===== config.mk =====
export PLATFORM = sky130hd
export DESIGN_NAME = serial_audio_rx
export DESIGN_NICKNAME = d
export VERILOG_FILES = /design/src/rtl/sar_pkg.sv /design/src/rtl/sar_sync.sv /design/src/rtl/sar_edge.sv /design/src/rtl/sar_framer.sv /design/src/rtl/sar_deser.sv /design/src/rtl/serial_audio_rx.sv
export SDC_FILE = /design/constraint.sdc
export NUM_CORES = 1
export LEC_CHECK = 0
export BUFFER_PORTS_ARGS = -buffer_cell sky130_fd_sc_hd__buf_2
export CORE_ASPECT_RATIO = 1.25
export CORE_MARGIN = 2
export CORE_UTILIZATION = 52
export DETAILED_ROUTE_END_ITERATION = 6
export GPL_TIMING_DRIVEN = 0
export PLACE_DENSITY = 0.75
export SLEW_MARGIN = 20
export SYNTH_ARGS = -nofsm -noshare
export SYNTH_HDL_FRONTEND = slang
export SYNTH_SLANG_ARGS = --single-unit

===== constraint.sdc =====
create_clock -name clk -period 2.9 [get_ports clk]
set_clock_uncertainty 0.15 [all_clocks]
set_input_delay 0.58 -clock clk [delete_from_list [all_inputs] [get_ports clk]]
set_output_delay 0.58 -clock clk [all_outputs]
set_load 0.05 [all_outputs]

===== src/rtl/sar_pkg.sv =====
package sar_pkg;
   typedef enum logic [1:0] {
      FMT_LJ     = 2'b00,
      FMT_LJ_DLY = 2'b01,
      FMT_RJ     = 2'b10,
      FMT_WCK    = 2'b11
   } fmt_e;
endpackage


===== src/rtl/sar_sync.sv =====
module sar_sync #(
   parameter int WIDTH  = 4,
   parameter int STAGES = 2
) (
   input  logic             clk,
   input  logic             rst,
   input  logic [WIDTH-1:0] d_async,
   output logic [WIDTH-1:0] q_sync
);
   if (STAGES < 2) begin : g_bad_stages
      $error("sar_sync: STAGES must be at least 2");
   end
   if (WIDTH < 1) begin : g_bad_width
      $error("sar_sync: WIDTH must be positive");
   end

   for (genvar b = 0; b < WIDTH; b++) begin : g_bit
      logic [STAGES-1:0] chain;
      always_ff @(posedge clk) begin
         if (rst) chain <= '0;
         else     chain <= {chain[STAGES-2:0], d_async[b]};
      end
      assign q_sync[b] = chain[STAGES-1];
   end
endmodule


===== src/rtl/sar_edge.sv =====
module sar_edge (
   input  logic clk,
   input  logic rst,
   input  logic bclk_s,
   input  logic wclk_s,
   input  logic inv,
   output logic sample_evt,
   output logic wclk_rise
);
   logic bclk_d, wclk_d;

   always_ff @(posedge clk) begin
      if (rst) begin
         bclk_d <= 1'b0;
         wclk_d <= 1'b0;
      end else begin
         bclk_d <= bclk_s;
         wclk_d <= wclk_s;
      end
   end

   always_comb begin
      if (inv) sample_evt = bclk_d & ~bclk_s;
      else     sample_evt = ~bclk_d & bclk_s;
   end
   assign wclk_rise = ~wclk_d & wclk_s;

   // a sampling edge needs the opposite edge between, so two never touch
   a_r2_event_spacing: assert property (@(posedge clk) disable iff (rst)
      sample_evt |=> !sample_evt);
endmodule


===== src/rtl/sar_framer.sv =====
module sar_framer
   import sar_pkg::*;
#(
   parameter int RJ_OFFSET = 16
) (
   input  logic clk,
   input  logic rst,
   input  logic sample_evt,
   input  logic lr_s,
   input  logic wclk_rise,
   input  fmt_e fmt,
   output logic frame_start,
   output logic msb_now
);
   localparam int CW = $clog2(RJ_OFFSET + 1);

   if (RJ_OFFSET < 2) begin : g_bad_offset
      $error("sar_framer: RJ_OFFSET must be at least 2");
   end

   logic          lr_known, lr_last, wc_pend, wait_act;
   logic [CW-1:0] wcnt, delay;
   logic          wck_mode, lr_edge, start, wait_done;

   always_comb begin
      case (fmt)
         FMT_LJ_DLY: delay = CW'(1);
         FMT_RJ:     delay = CW'(RJ_OFFSET);
         default:    delay = '0;
      endcase
   end

   assign wck_mode  = (fmt == FMT_WCK);
   assign lr_edge   = sample_evt & lr_known & (lr_s != lr_last);
   assign start     = wck_mode ? (sample_evt & (wc_pend | wclk_rise)) : lr_edge;
   assign wait_done = sample_evt & wait_act & (wcnt == '0);
   assign msb_now   = start ? (delay == '0) : wait_done;
   assign frame_start = start;

   always_ff @(posedge clk) begin
      if (rst) begin
         lr_known <= 1'b0;
         lr_last  <= 1'b0;
         wc_pend  <= 1'b0;
         wait_act <= 1'b0;
         wcnt     <= '0;
      end else begin
         if (sample_evt) begin
            lr_known <= 1'b1;
            lr_last  <= lr_s;
         end
         wc_pend <= wck_mode & (wc_pend | wclk_rise) & ~sample_evt;
         if (start) begin
            wait_act <= (delay != '0);
            wcnt     <= (delay != '0) ? delay - CW'(1) : '0;
         end else if (sample_evt && wait_act) begin
            if (wcnt == '0) wait_act <= 1'b0;
            else            wcnt     <= wcnt - CW'(1);
         end
      end
   end

   // a word's MSB is only ever taken on a sampling edge
   a_r3_msb_on_edge: assert property (@(posedge clk) disable iff (rst)
      msb_now |-> sample_evt);
   // the offset count never exceeds the programmed offset
   a_r5_wait_bound: assert property (@(posedge clk) disable iff (rst)
      wait_act |-> (wcnt < CW'(RJ_OFFSET)));
endmodule


===== src/rtl/sar_deser.sv =====
module sar_deser #(
   parameter int MAX_W = 16,
   parameter int OUT_W = 16,
   localparam int LW   = $clog2(MAX_W + 1)
) (
   input  logic             clk,
   input  logic             rst,
   input  logic             sample_evt,
   input  logic             msb_now,
   input  logic             frame_start,
   input  logic             bit_in,
   input  logic             lr_s,
   input  logic [LW-1:0]    wlen,
   output logic [OUT_W-1:0] out_sample,
   output logic             out_valid,
   output logic             out_left
);
   if (OUT_W < MAX_W) begin : g_bad_out
      $error("sar_deser: OUT_W must be at least MAX_W");
   end

   logic [MAX_W-1:0] shreg, next_word;
   logic [LW-1:0]    cnt, next_cnt, out_wl;
   logic             active, chan, sgn;
   logic [OUT_W-1:0] wide, ext;

   assign next_word = {shreg[MAX_W-2:0], bit_in};
   assign next_cnt  = cnt + LW'(1);
   assign wide      = OUT_W'(next_word);
   assign sgn       = next_word[wlen - LW'(1)];

   always_comb begin
      for (int i = 0; i < OUT_W; i++) begin
         ext[i] = (i < int'(wlen)) ? wide[i] : sgn;
      end
   end

   always_ff @(posedge clk) begin
      if (rst) begin
         shreg      <= '0;
         cnt        <= '0;
         active     <= 1'b0;
         chan       <= 1'b0;
         out_sample <= '0;
         out_valid  <= 1'b0;
         out_left   <= 1'b0;
         out_wl     <= LW'(MAX_W);
      end else begin
         out_valid <= 1'b0;
         if (msb_now) begin
            shreg  <= MAX_W'(bit_in);
            cnt    <= LW'(1);
            active <= 1'b1;
            chan   <= lr_s;
         end else if (frame_start) begin
            active <= 1'b0;
         end else if (sample_evt && active) begin
            shreg <= next_word;
            cnt   <= next_cnt;
            if (next_cnt >= wlen) begin
               active     <= 1'b0;
               out_valid  <= 1'b1;
               out_sample <= ext;
               out_left   <= chan;
               out_wl     <= wlen;
            end
         end
      end
   end

   function automatic logic ext_ok(logic [OUT_W-1:0] v, logic [LW-1:0] wl);
      logic s;
      s = v[wl - LW'(1)];
      for (int i = 0; i < OUT_W; i++) begin
         if (i >= int'(wl) - 1 && v[i] != s) return 1'b0;
      end
      return 1'b1;
   endfunction

   // the strobe is one cycle wide
   a_r10_one_cycle_valid: assert property (@(posedge clk) disable iff (rst)
      out_valid |=> !out_valid);
   // every bit above the word's sign bit repeats it
   a_r8_sign_ext: assert property (@(posedge clk) disable iff (rst)
      out_valid |-> ext_ok(out_sample, out_wl));
   // the bit count never runs past the widest word
   a_r7_cnt_bound: assert property (@(posedge clk) disable iff (rst)
      cnt <= LW'(MAX_W));
endmodule


===== src/rtl/serial_audio_rx.sv =====
module serial_audio_rx
   import sar_pkg::*;
#(
   parameter int MAX_W       = 16,
   parameter int MIN_W       = 4,
   parameter int OUT_W       = 16,
   parameter int LEN_W       = 5,
   parameter int SYNC_STAGES = 2,
   parameter int RJ_OFFSET   = 16
) (
   input  logic             clk,
   input  logic             rst,
   input  logic             bclk_in,
   input  logic             lrclk_in,
   input  logic             wclk_in,
   input  logic             sdata_in,
   input  logic             bclk_inv,
   input  logic [1:0]       fmt_sel,
   input  logic [LEN_W-1:0] word_len,
   output logic [OUT_W-1:0] sample_out,
   output logic             sample_valid,
   output logic             sample_left
);
   localparam int LW = $clog2(MAX_W + 1);

   if (MIN_W < 2 || MIN_W > MAX_W) begin : g_bad_min
      $error("serial_audio_rx: MIN_W out of range");
   end
   if (LEN_W < LW) begin : g_bad_len
      $error("serial_audio_rx: LEN_W too narrow for MAX_W");
   end

   logic [3:0]    raw, syn;
   logic          bclk_s, lr_s, wclk_s, data_s;
   logic          sample_evt, wclk_rise, frame_start, msb_now;
   logic [LW-1:0] wl_eff;

   assign raw = {sdata_in, wclk_in, lrclk_in, bclk_in};

   sar_sync #(.WIDTH(4), .STAGES(SYNC_STAGES)) i_sync (
      .clk(clk), .rst(rst), .d_async(raw), .q_sync(syn));

   assign {data_s, wclk_s, lr_s, bclk_s} = syn;

   always_comb begin
      if (word_len < LEN_W'(MIN_W))      wl_eff = LW'(MIN_W);
      else if (word_len > LEN_W'(MAX_W)) wl_eff = LW'(MAX_W);
      else                               wl_eff = LW'(word_len);
   end

   sar_edge i_edge (
      .clk(clk), .rst(rst), .bclk_s(bclk_s), .wclk_s(wclk_s), .inv(bclk_inv),
      .sample_evt(sample_evt), .wclk_rise(wclk_rise));

   sar_framer #(.RJ_OFFSET(RJ_OFFSET)) i_framer (
      .clk(clk), .rst(rst), .sample_evt(sample_evt), .lr_s(lr_s),
      .wclk_rise(wclk_rise), .fmt(fmt_e'(fmt_sel)),
      .frame_start(frame_start), .msb_now(msb_now));

   sar_deser #(.MAX_W(MAX_W), .OUT_W(OUT_W)) i_deser (
      .clk(clk), .rst(rst), .sample_evt(sample_evt), .msb_now(msb_now),
      .frame_start(frame_start), .bit_in(data_s), .lr_s(lr_s), .wlen(wl_eff),
      .out_sample(sample_out), .out_valid(sample_valid), .out_left(sample_left));

   // a word completes only on the cycle after a sampling edge
   a_r10_valid_after_edge: assert property (@(posedge clk) disable iff (rst)
      sample_valid |-> $past(sample_evt));
endmodule


-- Word level (Yosys, flattened, before mapping)
Index checks and enable logic that the tools add are counted.
- add/sub/neg operators: 4
- order comparisons: 20
- equality and inequality tests: 6
- mux-type cells: 42
- bitwise operators: 18
- reductions and logical operators: 18
- operator list (operator ; number):
    < comparator 4 x 5 -> 1 bit (first input constant) ; 8
    2-to-1 mux 1 bit ; 34
    2-to-1 mux 5 bit ; 6
    < comparator 3 x 5 -> 1 bit (first input constant) ; 4
    subtractor 5 x 1 -> 5 bit (second input constant) ; 3
    bitwise AND 1 bit ; 10
    zero test 5 bit ; 2
    < comparator 1 x 5 -> 1 bit (first input constant) ; 2
    < comparator 2 x 5 -> 1 bit (first input constant) ; 2
    one-hot mux 5 bit (2 select lines) ; 1
    AND reduction 2 bit ; 5
    NOT 1 bit ; 7
    nonzero test 2 bit ; 3
    nonzero test 3 bit ; 2
    adder 5 x 1 -> 5 bit (second input constant) ; 1
    greater-or-equal comparator 5 bit ; 1
    > comparator 5 bit (second input constant) ; 1
    < comparator 5 x 3 -> 1 bit (second input constant) ; 1
    < comparator 5 bit (second input constant) ; 1
    nonzero test 5 bit ; 1
    binary-select mux 1 bit (select 4 bit) ; 1
    == test 2 bit (second input constant) ; 2
    inequality test 2 x 1 -> 1 bit (second input constant) ; 2
    AND reduction 4 bit ; 1
    6 further kinds ; 7
- flip-flop bits (word level): 59
- bits of input ports: 14
- output and inout bits: 18
- logic and storage cells: 128

-- Longest topological paths before layout
Gate-level depths: netlist of run 1.
- word-level depth: 9
- mapped depth: 13
- mapped depth without buffers: 10

-- Cells and area by module
Synthesis of run 1 repeated with hierarchy kept, for this count alone.
- cell total of the unflattened synthesis: 349
- area, all modules: 3163.0 µm²
- by module, submodules not included (module ; instances ; cells an instance ; area an instance (µm²) ; seq. area each (µm²)):
    sar_deser ; 1 ; 253 ; 2225.9 ; 800.8
    sar_framer ; 1 ; 61 ; 578.1 ; 180.2
    sar_sync ; 1 ; 20 ; 240.2 ; 160.2
    sar_edge ; 1 ; 8 ; 81.3 ; 40.0
    serial_audio_rx ; 1 ; 7 ; 37.5 ; 0.0

-- Worst setup path before layout of run 1
Ideal clock, no wire load.
- kind: input-to-reg
- start point: in word_len[4]
- end point: reg i_deser.out_sample[6]
- setup time: 0.101 ns
- arrival: 2.788 ns
- required time: 2.649 ns
- slack: -0.139 ns
- stages on the path: 13
- buffers on the path: 4
- path through: buf_2 > inv_1 > clkbuf_1 > o21ai_0 > ha_1 > a21o_1 > a31oi_1 > o21ai_0 > nand3b_1 > clkbuf_1 > buf_1 > nand3_1 > o41ai_1
- word-level cells in the longest chain between the ends: 7
- elaborated cells between the ends (all ways): 11
- those cells by class: 1 x add/sub; 4 x order compare; 5 x mux; 1 x reduce/logical
- RTL lines (what ; line ; text):
    start, declared ; serial_audio_rx.sv:19 ; input logic [LEN_W-1:0] word_len,
    > comparator 5 bit ; serial_audio_rx.sv:47 ; else if (word_len > LEN_W'(MAX_W)) wl_eff = LW'(MAX_W);
    2-to-1 mux 5 bit ; serial_audio_rx.sv:47 ;
    2-to-1 mux 5 bit (*) ; serial_audio_rx.sv:46 ; if (word_len < LEN_W'(MIN_W)) wl_eff = LW'(MIN_W);
    subtractor 5 x 1 -> 5 bit ; sar_deser.sv:30 ; assign sgn = next_word[wlen - LW'(1)];
    binary-select mux 1 bit (select 4 bit) ; sar_deser.sv:30 ;
    2-to-1 mux 1 bit (implied by the code) ; sar_deser.sv:30 ;
    2-to-1 mux 1 bit ; sar_deser.sv:34 ; ext[i] = (i < int'(wlen)) ? wide[i] : sgn;
    end signal, assigned ; sar_deser.sv:63 ; out_sample <= ext;
    end, declared ; sar_deser.sv:14 ; output logic [OUT_W-1:0] out_sample,
Mark *: on every way between the ends. The rest lies on a longest branch, timed or not. The select of a mux whose other input is x is not followed.
A chain may end at the register's enable or synchronous reset.

-- Worst setup path in the final report of run 1
- start point: in word_len[4]
- end point: reg i_deser.out_sample[9]
Same word-level chain as after synthesis.

==> qor.csv, run 1 <==
stage,metric,value,unit
cts,Num CTS Buffers,9,
synth,Post-synth EDFFs,0,
sta,fin. max-slew vios,0,
sta,endpoints failing hold,0,
setup_path,Worst Setup EP,i_deser.out_sample[9]$_SDFFE_PP0P_,
die,num rows,30,
sta,Slew headroom,0.6290,
cts,Worst-path clk slew,0.08,ns
synth,"Cell Area, Synth",0.002920,mm²
global_route,gr usage total,0.2299,
drt,drt pass-1 iters,5,
finish,area of the multi-input gates,0.001639,mm²
sta,"Period Utilization, post-route",0.9694,
place,routability cong.,0.9504,
cts,Clock Tree Root,clkbuf_8,
setup_path,CP Capture Type,flop,
drt,routed length on met3,430,µm
place,Cells after DPL,421,
sta,minimum clock period,2.811,ns
die,# IOs,32,
sta,TNS Setup,0,ns
drt,residual DRC count,0,
die,Core Footprint,0.005443,mm²
synth,Post-Syn Instances,329,
synth,"Seq/Total Area, Yosys",0.4045,
place,post-DP HPWL,4809,µm
global_route,largest net degree at the start of global routing,13,
power_and_ir_drop,Pleak,1.385,nW
drt,Final ANT Viol Nets,0,
global_route,gr ovfl total,0,
setup_path,r2r setup slk,0.15,ns
synth,Synth Net Count,356,
drt,Routed met1 length,3006,µm
finish,P&R area growth vs syn,16.71,%
worst_hold_path,Hold Path Class,reg -> reg,
finish,Util after Layout,0.6262,
sta,Worst-Margin Slew,0.5564,ns
synth,ys flop type,dfxtp_1,
setup_path,Reg-to-Reg End,i_deser.out_sample[10]$_SDFFE_PP0P_,
die,Die ar.,0.006235,mm²
finish,total area of sequential cells,0.001181,mm²
synth,YS warnings,0,
power_and_ir_drop,maximum VDD drop,384.7,µV
global_route,initial antenna violation count,0,
cts,clock tree buffer depth,2,
finish,final instance area,0.003408,mm²
drt,highest metal used,met4,
place,placed cell area,0.003159,mm²
synth,Syn Area/Cell,8.876,µm²
global_route,first-pass GRT wire length,11360,µm
sta,final setup vio count,0,
finish,# diodes,0,
cts,H-tree levels,3,
setup_path,worst reg2reg path depth,9,
setup_path,CP Launch Type,input pin,
drt,WL/cell,15.51,µm
run,MaxCap Viol Count,0,
sta,Fmax,355.7,MHz
drt,routed vias/inst,5.821,
die,Initial Util,0.5366,
setup_path,CP max FO,9,
power_and_ir_drop,Final Power,1.705,mW
power_and_ir_drop,Cell Pwr Density,500.2,mW/mm²
cts,TritonCTS clock tree,yes,
synth,Synth Register Bits,59,
setup_path,Crit Path Category,in -> reg,
cts,"Clk Latency, worst-skew pair",0.34,ns
drt,vias after detailed routing,2567,
setup_path,worst flop-to-flop path startpoint,i_deser.cnt[0]$_SDFFE_PP0P_,
synth,Synth cell types,53,
finish,fill count,468,
place,# port buffers,28,
finish,fin cells,441,
finish,fraction of layout instances using a drive strength above 1,0.2016,
cts,# clock sinks,59,
die,Die Y,87.79,µm
global_route,vias in the first global route,2428,
drt,routed length on met2,3289,µm
finish,fin nets,399,
setup_path,Critical path origin,word_len[4],
setup_path,worst path required time,2.97,ns
synth,fraction of registers with async set/reset,0,
drt,1st-iter DRT viols,308,
die,DIE WIDTH,71.03,µm
run_status,status,finished clean,
drt,Detailed Route WL,6838,µm
setup_path,arrival time worst endpoint,2.88,ns
==> where the power goes <==
group / switching [mW] / total, mW / internal, mW
Combinational: 0.0763 / 0.120 / 0.0438
Sequential: 0.00352 / 0.820 / 0.817
Clock: 0.362 / 0.764 / 0.402
Total: 0.442 / 1.70 / 1.26
==> per-stage QoR <==
step	setup WS, ns	hold WS (ns)
after floorplan	0.01008	0.2638
after global placement	-0.7412	0.2695
after detailed placement	-0.7338	0.2835
after CTS	0.08708	0.2902
after global routing	-0.02773	0.3088
final	0.08874	0.2951
==> worst max-delay path, cell delays in order <==
cell and delay (ns):
buf_2 0.19, o21ba_4 0.20, nand2_4 0.12, inv_1 0.11
ha_4 0.32, mux4_2 0.53, a32o_2 0.30, a221oi_4 0.20
buf_4 0.20, o221ai_1 0.12
==> worst min path at each step <==
stage | from | to | slack [ns] | cells past startpoint
finish | i_sync.g_bit[1].chain[0]$_SDFF_PP0_ | i_sync.g_bit[1].chain[1]$_SDFF_PP0_ | 0.30 | 1
global route | sdata_in | i_sync.g_bit[3].chain[0]$_SDFF_PP0_ | 0.31 | 2
CTS | bclk_in | i_sync.g_bit[0].chain[0]$_SDFF_PP0_ | 0.29 | 2
detailed placement | i_sync.g_bit[0].chain[0]$_SDFF_PP0_ | i_sync.g_bit[0].chain[1]$_SDFF_PP0_ | 0.28 | 1
global placement | i_sync.g_bit[3].chain[0]$_SDFF_PP0_ | i_sync.g_bit[3].chain[1]$_SDFF_PP0_ | 0.27 | 1
floorplan | i_sync.g_bit[0].chain[0]$_SDFF_PP0_ | i_sync.g_bit[0].chain[1]$_SDFF_PP0_ | 0.26 | 1
==> synthesized netlist by cell type (all sizes together) (4+ instances only) <==
master | n | area share
dfxtp | 59 | 0.40
nand2 | 38 | 0.051
nor2 | 35 | 0.045
nand3 | 21 | 0.036
mux2i | 19 | 0.065
a21oi | 14 | 0.024
ha | 13 | 0.056
o21ai | 13 | 0.022
nor2b | 12 | 0.026
clkbuf | 11 | 0.014
inv | 10 | 0.013
buf | 9 | 0.015
nand2b | 7 | 0.015
xor2 | 6 | 0.018
o221ai | 5 | 0.015
or3 | 5 | 0.011
mux4 | 4 | 0.031
nand4 | 4 | 0.0086
o311ai | 4 | 0.012
==> per-layer routing <==
metal	up-vias	GRT usage
met2	116	0.3815
met4	0	0.08919
li1	1253	-
met5	-	0
met3	18	0.05178
met1	1180	0.2927
==> cell type report <==
cell class,instances,share of cell area
plain buffers,20,0.02937
clock buffers,9,0.03634
clock inverters,7,0.02239
inverters,10,0.01101
multi-input cells,240,0.4809
flip-flops and latches,59,0.3465
well taps,64,0.02349
repair buffers,32,0.04993
==> layout by cell type (no fill, tap or decap), types with 3 or more instances in the layout <==
master / count
buf_2: 34
nand2b_1: 7
clkbuf_1: 7
o21ai_0: 11
o211ai_1: 3
buf_4: 8
xnor2_1: 3
o311ai_1: 4
a21oi_1: 13
nand3_1: 21
mux2i_1: 19
nor2_1: 35
dfxtp_1: 59
nor2b_1: 12
or3_1: 5
nand2_1: 36
clkbuf_8: 9
ha_1: 12
mux4_2: 4
o221ai_1: 5
nand4_1: 4
nor3_1: 3
xor2_1: 6
inv_1: 10
==> state kept, by name, indices dropped and copies added (netlist names), 5 cells and up <==
| register | count |
|---|---|
| i_sync.g_bit.chain | 8 |
| i_deser.out_sample | 16 |
| i_deser.shreg | 15 |
| i_framer.wcnt | 5 |
| i_deser.cnt | 5 |
==> cells by family after synthesis <==
group / synth area share
and+or+nand+nor: 0.2254
AOI/OAI and AO/OA: 0.1453
DFF: 0.4045
buffers and inverters: 0.04242
muxes: 0.09983
adders and majority gates: 0.05570
xor gates and xnor gates: 0.02699
==> timing repair <==
action | 4_1_cts | 5_1_grt
setup buffers | 3 | 1
hold buffers | 0 | 0
gates resized for setup | 5 | 8
endpoints found under the setup margin | 18 | 27
pin swaps | 1 | 2
Power figures use the tool's default switching activity.
==> run 2, diff against run 1 <==
==> constraint.sdc (replaced) <==
create_clock -name clk -period 2.9 [get_ports clk]
set_clock_uncertainty 0.15 [all_clocks]
set_input_delay 0.435 -clock clk [delete_from_list [all_inputs] [get_ports clk]]
set_output_delay 0.435 -clock clk [all_outputs]
set_load 0.05 [all_outputs]
==> qor.csv, run 2 (same netlist as run 1, synthesis figures left out) <==
stage,metric,value,unit
run_status,status,finished clean,
die,Core Footprint,0.005443,mm²
cts,hold buffers post-CTS,0,
drt,Detailed Route WL,6829,µm
die,num rows,30,
global_route,M2 GR Usage,0.3985,
drt,1st-iter DRT viols,192,
sta,"Period Utilization, post-route",0.9541,
setup_path,CP Launch Type,input pin,
finish,P&R area growth vs syn,16.37,%
finish,fill count,464,
sta,worst setup margin,0.1332,ns
sta,final setup vio count,0,
setup_path,worst reg2reg path depth,9,
global_route,gr usage total,0.2351,
finish,max reg flops,16,
setup_path,Critical path origin,word_len[3],
global_route,vias in the first global route,2374,
worst_hold_path,Hold Path Cell Cnt,2,
run,MaxCap Viol Count,0,
cts,# clock sinks,59,
place,# port buffers,28,
setup_path,Crit Path Category,in -> reg,
global_route,largest net degree at the start of global routing,14,
setup_path,worst path required time,3.01,ns
sta,fin. max-slew vios,0,
setup_path,CP max FO,10,
power_and_ir_drop,Cell Pwr Density,525.6,mW/mm²
power_and_ir_drop,maximum VDD drop,456.0,µV
sta,minimum clock period,2.767,ns
finish,area of the multi-input gates,0.001622,mm²
sta,Fmax,361.4,MHz
finish,Util after Layout,0.6244,
die,Die Y,87.79,µm
global_route,initial antenna violation count,0,
finish,fin nets,396,
finish,fraction of layout instances using a drive strength above 1,0.1903,
power_and_ir_drop,Pleak,1.376,nW
worst_hold_path,Worst Hold Endpoint,i_sync.g_bit[1].chain[0]$_SDFF_PP0_,
setup_path,delay of the slowest critical-path stage,0.29,ns
sta,Worst-Margin Slew,0.5345,ns
cts,Worst-path clk slew,0.07,ns
place,routability cong.,0.8987,
cts,Clock Tree Root,clkbuf_8,
finish,"commonest non-fill, non-tap cells in the layout","58 x dfxtp_1, 37 x nand2_1, 35 x nor2_1",
global_route,M3 GR Usage,0.04948,
global_route,gr ovfl total,0,
finish,# diodes,0,
cts,H-tree levels,3,
global_route,first-pass GRT wire length,11270,µm
sta,Slew headroom,0.6420,
drt,routed vias/inst,5.780,
drt,residual DRC count,0,
finish,total area of sequential cells,0.001182,mm²
setup_path,CP cell instances,buf_2 > clkbuf_2 > inv_1 > o21ai_0 > ha_1 > a21o_1 > a31oi_1 > o21ai_1 > nand3b_1 > clkbuf_4 > buf_2 > nand3_1 > o211ai_1,
finish,"most common cell after layout, fill and taps aside",dfxtp_1,
cts,TritonCTS clock tree,yes,
die,Die ar.,0.006235,mm²
cts,clock tree buffer depth,2,
setup_path,CP Capture Type,flop,
sta,RSZ-0062 raised after global routing,false,
cts,"Clk Latency, worst-skew pair",0.34,ns
setup_path,arrival time worst endpoint,2.88,ns
setup_path,r2r setup slk,0.19,ns
global_route,grt peak-use layer,met2,
sta,endpoints failing hold,0,
place,post-DP HPWL,4869,µm
place,Place WS,-0.7727,ns
drt,WL/cell,15.63,µm
setup_path,Reg-to-Reg End,i_deser.out_sample[10]$_SDFFE_PP0P_,
drt,vias after detailed routing,2526,
die,# IOs,32,
cts,Num CTS Buffers,9,
finish,Top reg by flops,i_deser.out_sample,
drt,Final ANT Viol Nets,0,
die,Initial Util,0.5366,
setup_path,CP dominant cell by count,buf_2,
worst_hold_path,Hold Path Class,in -> reg,
setup_path,worst flop-to-flop path startpoint,i_deser.cnt[0]$_SDFFE_PP0P_,
drt,drt pass-1 iters,4,
setup_path,slowest library cell on the worst path,ha_1,
worst_hold_path,startpoint of the lowest-slack hold path,lrclk_in,
global_route,GR met1 Demand/Resource,0.2830,
die,DIE WIDTH,71.03,µm
finish,top flop regs,"i_deser.out_sample (16), i_deser.shreg (15), i_sync.g_bit.chain (8)",
-- run 2: how the worst max path moves through the flow --
stage                                                endpoint  slack [ns]  cells past startpoint
after CTS                 i_deser.out_sample[11]$_SDFFE_PP0P_        0.02                     10
final                      i_deser.out_sample[4]$_SDFFE_PP0P_        0.13                     13
after floorplan            i_deser.out_sample[6]$_SDFFE_PP0P_       0.006                     13
after detailed placement   i_deser.out_sample[6]$_SDFFE_PP0P_       -0.77                     13
after global placement    i_deser.out_sample[15]$_SDFFE_PP0P_       -0.72                     12
after global routing       i_deser.out_sample[6]$_SDFFE_PP0P_       0.007                     13
-- run 2: layout make-up --
type	count	share of cell area
multi-input cells	240	0.4772
repair buffers	30	0.04566
clock buffers	11	0.04455
inverters	10	0.01215
flip-flops and latches	59	0.3479
well taps	64	0.02356
plain buffers	19	0.02725
clock inverters	4	0.02172
-- run 2: critical path: cells and delay by family --
kind / cells / cell delay, ns
compound gates: 5 / 0.86
fa+ha+maj: 1 / 0.29
simple gates: 2 / 0.33
buf+inv: 5 / 0.96
-- run 2: power by group --
group / internal [mW] / leakage [nW] / switching (mW)
clock network: 0.526 / 0.115 / 0.323
logic: 0.0420 / 0.783 / 0.0744
registers: 0.817 / 0.478 / 0.00353
-- run 2: per-stage QoR --
step | power [mW] | instance area, µm² | cells | setup TNS [ns] | hold slack (ns)
6_report | 1.786 | 3398 | 437 | 0 | 0.1596
3_3_place_gp | 0.9492 | 3141 | 421 | -11.62 | 0.2679
3_5_place_dp | 0.9528 | 3141 | 421 | -12.41 | 0.2770
4_1_cts | 1.798 | 3387 | 437 | 0 | 0.1479
5_1_grt | 1.847 | 3398 | 437 | 0 | 0.1595
2_1_floorplan | 0.9183 | 2920 | 329 | 0 | 0.2638
-- run 2: repair_timing --
action,in CTS,in global routing
cloned,0,0
pin swaps,0,1
setup endpoints to repair,18,27
gates resized for setup,5,8
setup buffers,2,0
-- run 2: layer usage --
metal  up-vias  routed length [µm]
li1       1243                   -
met1      1199                2970
met2        72                3380
met3        12                 371
met4         0                 107
met5         -                   0
==> run 3, diff against run 2 <==
REMOVE_ABC_BUFFERS = 1   (was not set)
==> qor.csv, run 3 (same netlist as run 1, synthesis figures left out) <==
stage,metric,value,unit
run_status,status,finished clean,
cts,"Clk Latency, worst-skew pair",0.34,ns
setup_path,slowest library cell on the worst path,or4b_2,
global_route,gr usage total,0.2266,
global_route,gr ovfl total,0,
setup_path,CP Launch Type,flop,
finish,fill count,455,
die,Core Footprint,0.005443,mm²
die,DIE WIDTH,71.03,µm
setup_path,Crit Path Category,reg -> reg,
sta,"Period Utilization, post-route",0.9577,
sta,minimum clock period,2.777,ns
cts,Num CTS Buffers,9,
drt,WL/cell,15.24,µm
cts,TritonCTS clock tree,yes,
run,MaxCap Viol Count,0,
power_and_ir_drop,Cell Pwr Density,521.7,mW/mm²
global_route,vias in the first global route,2359,
drt,1st-iter DRT viols,139,
cts,Worst-path clk slew,0.07,ns
finish,fin nets,385,
setup_path,delay of the slowest critical-path stage,0.67,ns
cts,clock tree buffer depth,2,
power_and_ir_drop,Final Power,1.745,mW
drt,residual DRC count,0,
die,num rows,30,
place,post-DP HPWL,4163,µm
global_route,first-pass GRT wire length,11050,µm
place,placed cell area,0.003069,mm²
finish,max reg flops,16,
setup_path,worst path required time,2.99,ns
drt,vias after detailed routing,2456,
drt,drt pass-1 iters,4,
worst_hold_path,Hold Path Class,in -> reg,
sta,Slew headroom,0.3847,
sta,fin. max-slew vios,0,
finish,top flop regs,"i_deser.out_sample (16), i_deser.shreg (15), i_sync.g_bit.chain (8)",
finish,"most common cell after layout, fill and taps aside",dfxtp_1,
finish,"commonest non-fill, non-tap cells in the layout","59 x dfxtp_1, 37 x nand2_1, 35 x nor2_1",
place,routability cong.,0.8750,
sta,endpoints failing hold,0,
global_route,largest net degree at the start of global routing,36,
sta,Fmax,360.1,MHz
drt,routed vias/inst,5.765,
drt,Detailed Route WL,6493,µm
die,Die ar.,0.006235,mm²
cts,# clock sinks,59,
drt,Final ANT Viol Nets,0,
power_and_ir_drop,maximum VDD drop,639.3,µV
sta,Worst-Margin Slew,0.9219,ns
sta,RSZ-0062 raised after global routing,true,
cts,H-tree levels,3,
sta,TNS Setup,0,ns
setup_path,CP max FO,23,
finish,P&R area growth vs syn,14.57,%
global_route,initial antenna violation count,0,
die,# IOs,32,
cts,Clock Tree Root,clkbuf_8,
die,Initial Util,0.5366,
setup_path,CP Capture Type,flop,
setup_path,CP cell instances,nand2b_1 > o22ai_1 > and4_4 > nand3b_1 > or4b_2 > o311ai_1,
finish,# diodes,0,
sta,final setup vio count,0,
die,Die Y,87.79,µm
power_and_ir_drop,Pleak,1.348,nW
setup_path,arrival time worst endpoint,2.87,ns
place,# port buffers,31,
finish,final instance area,0.003346,mm²
finish,Top reg by flops,i_deser.out_sample,
finish,fraction of layout instances using a drive strength above 1,0.1823,
[run 3: final cells by class]
| cell class | count | area [µm²] | area share |
|---|---|---|---|
| clock inverter | 5 | 77.57 | 0.02319 |
| clock buffer | 10 | 137.6 | 0.04114 |
| sequential | 59 | 1181 | 0.3530 |
| inverter | 10 | 37.54 | 0.01122 |
| tap | 64 | 80.08 | 0.02393 |
| timing repair buffer | 37 | 200.2 | 0.05984 |
| multi-input combinational | 241 | 1632 | 0.4877 |
[run 3: metal layers]
metal / GRT usage / routed length [µm]
met1: 0.2800 / 2733
met2: 0.3662 / 3255
met3: 0.05293 / 286
met4: 0.1252 / 218
met5: 0 / 0
[run 3: path summary, 6_finish.rpt]
check                                        end  cells after the start  slack (ns)                                 from
min          i_sync.g_bit[3].chain[0]$_SDFF_PP0_                      2        0.16                             sdata_in
min reg2reg  i_sync.g_bit[1].chain[1]$_SDFF_PP0_                      1        0.29  i_sync.g_bit[1].chain[0]$_SDFF_PP0_
max          i_deser.out_sample[10]$_SDFFE_PP0P_                      6        0.12             i_edge.bclk_d$_SDFF_PP0_
max reg2reg  i_deser.out_sample[10]$_SDFFE_PP0P_                      6        0.12             i_edge.bclk_d$_SDFF_PP0_
[run 3: where the power goes]
| group | total [mW] | internal [mW] | switching, mW |
|---|---|---|---|
| logic | 0.110 | 0.0383 | 0.0717 |
| clock network | 0.814 | 0.499 | 0.315 |
| registers | 0.821 | 0.818 | 0.00352 |
[run 3: timing repair]
action                     CTS  global route
resized for setup            3             2
setup endpoints to repair   18             9
gates cloned                 1             0
hold buffers                 0             0
pin swaps                    1             0
setup buffers                6             0
[run 3: critical path, delay by kind of cell, from the launching register on]
family	cells	cell delay (ns)
compound gates	2	0.57
flops	1	0.31
simple gates	4	1.64
[run 3: stage by stage]
step	util	worst slack [ns]	hold slack (ns)	cells
after floorplan	-	-0.6612	0.2638	309
after global placement	0.5639	-1.570	0.2669	404
after detailed placement	0.5639	-1.633	0.2841	404
after CTS	0.6136	0.09290	0.1510	426
after global routing	0.6147	-0.009436	0.1497	426
final	0.6147	0.1228	0.1570	426
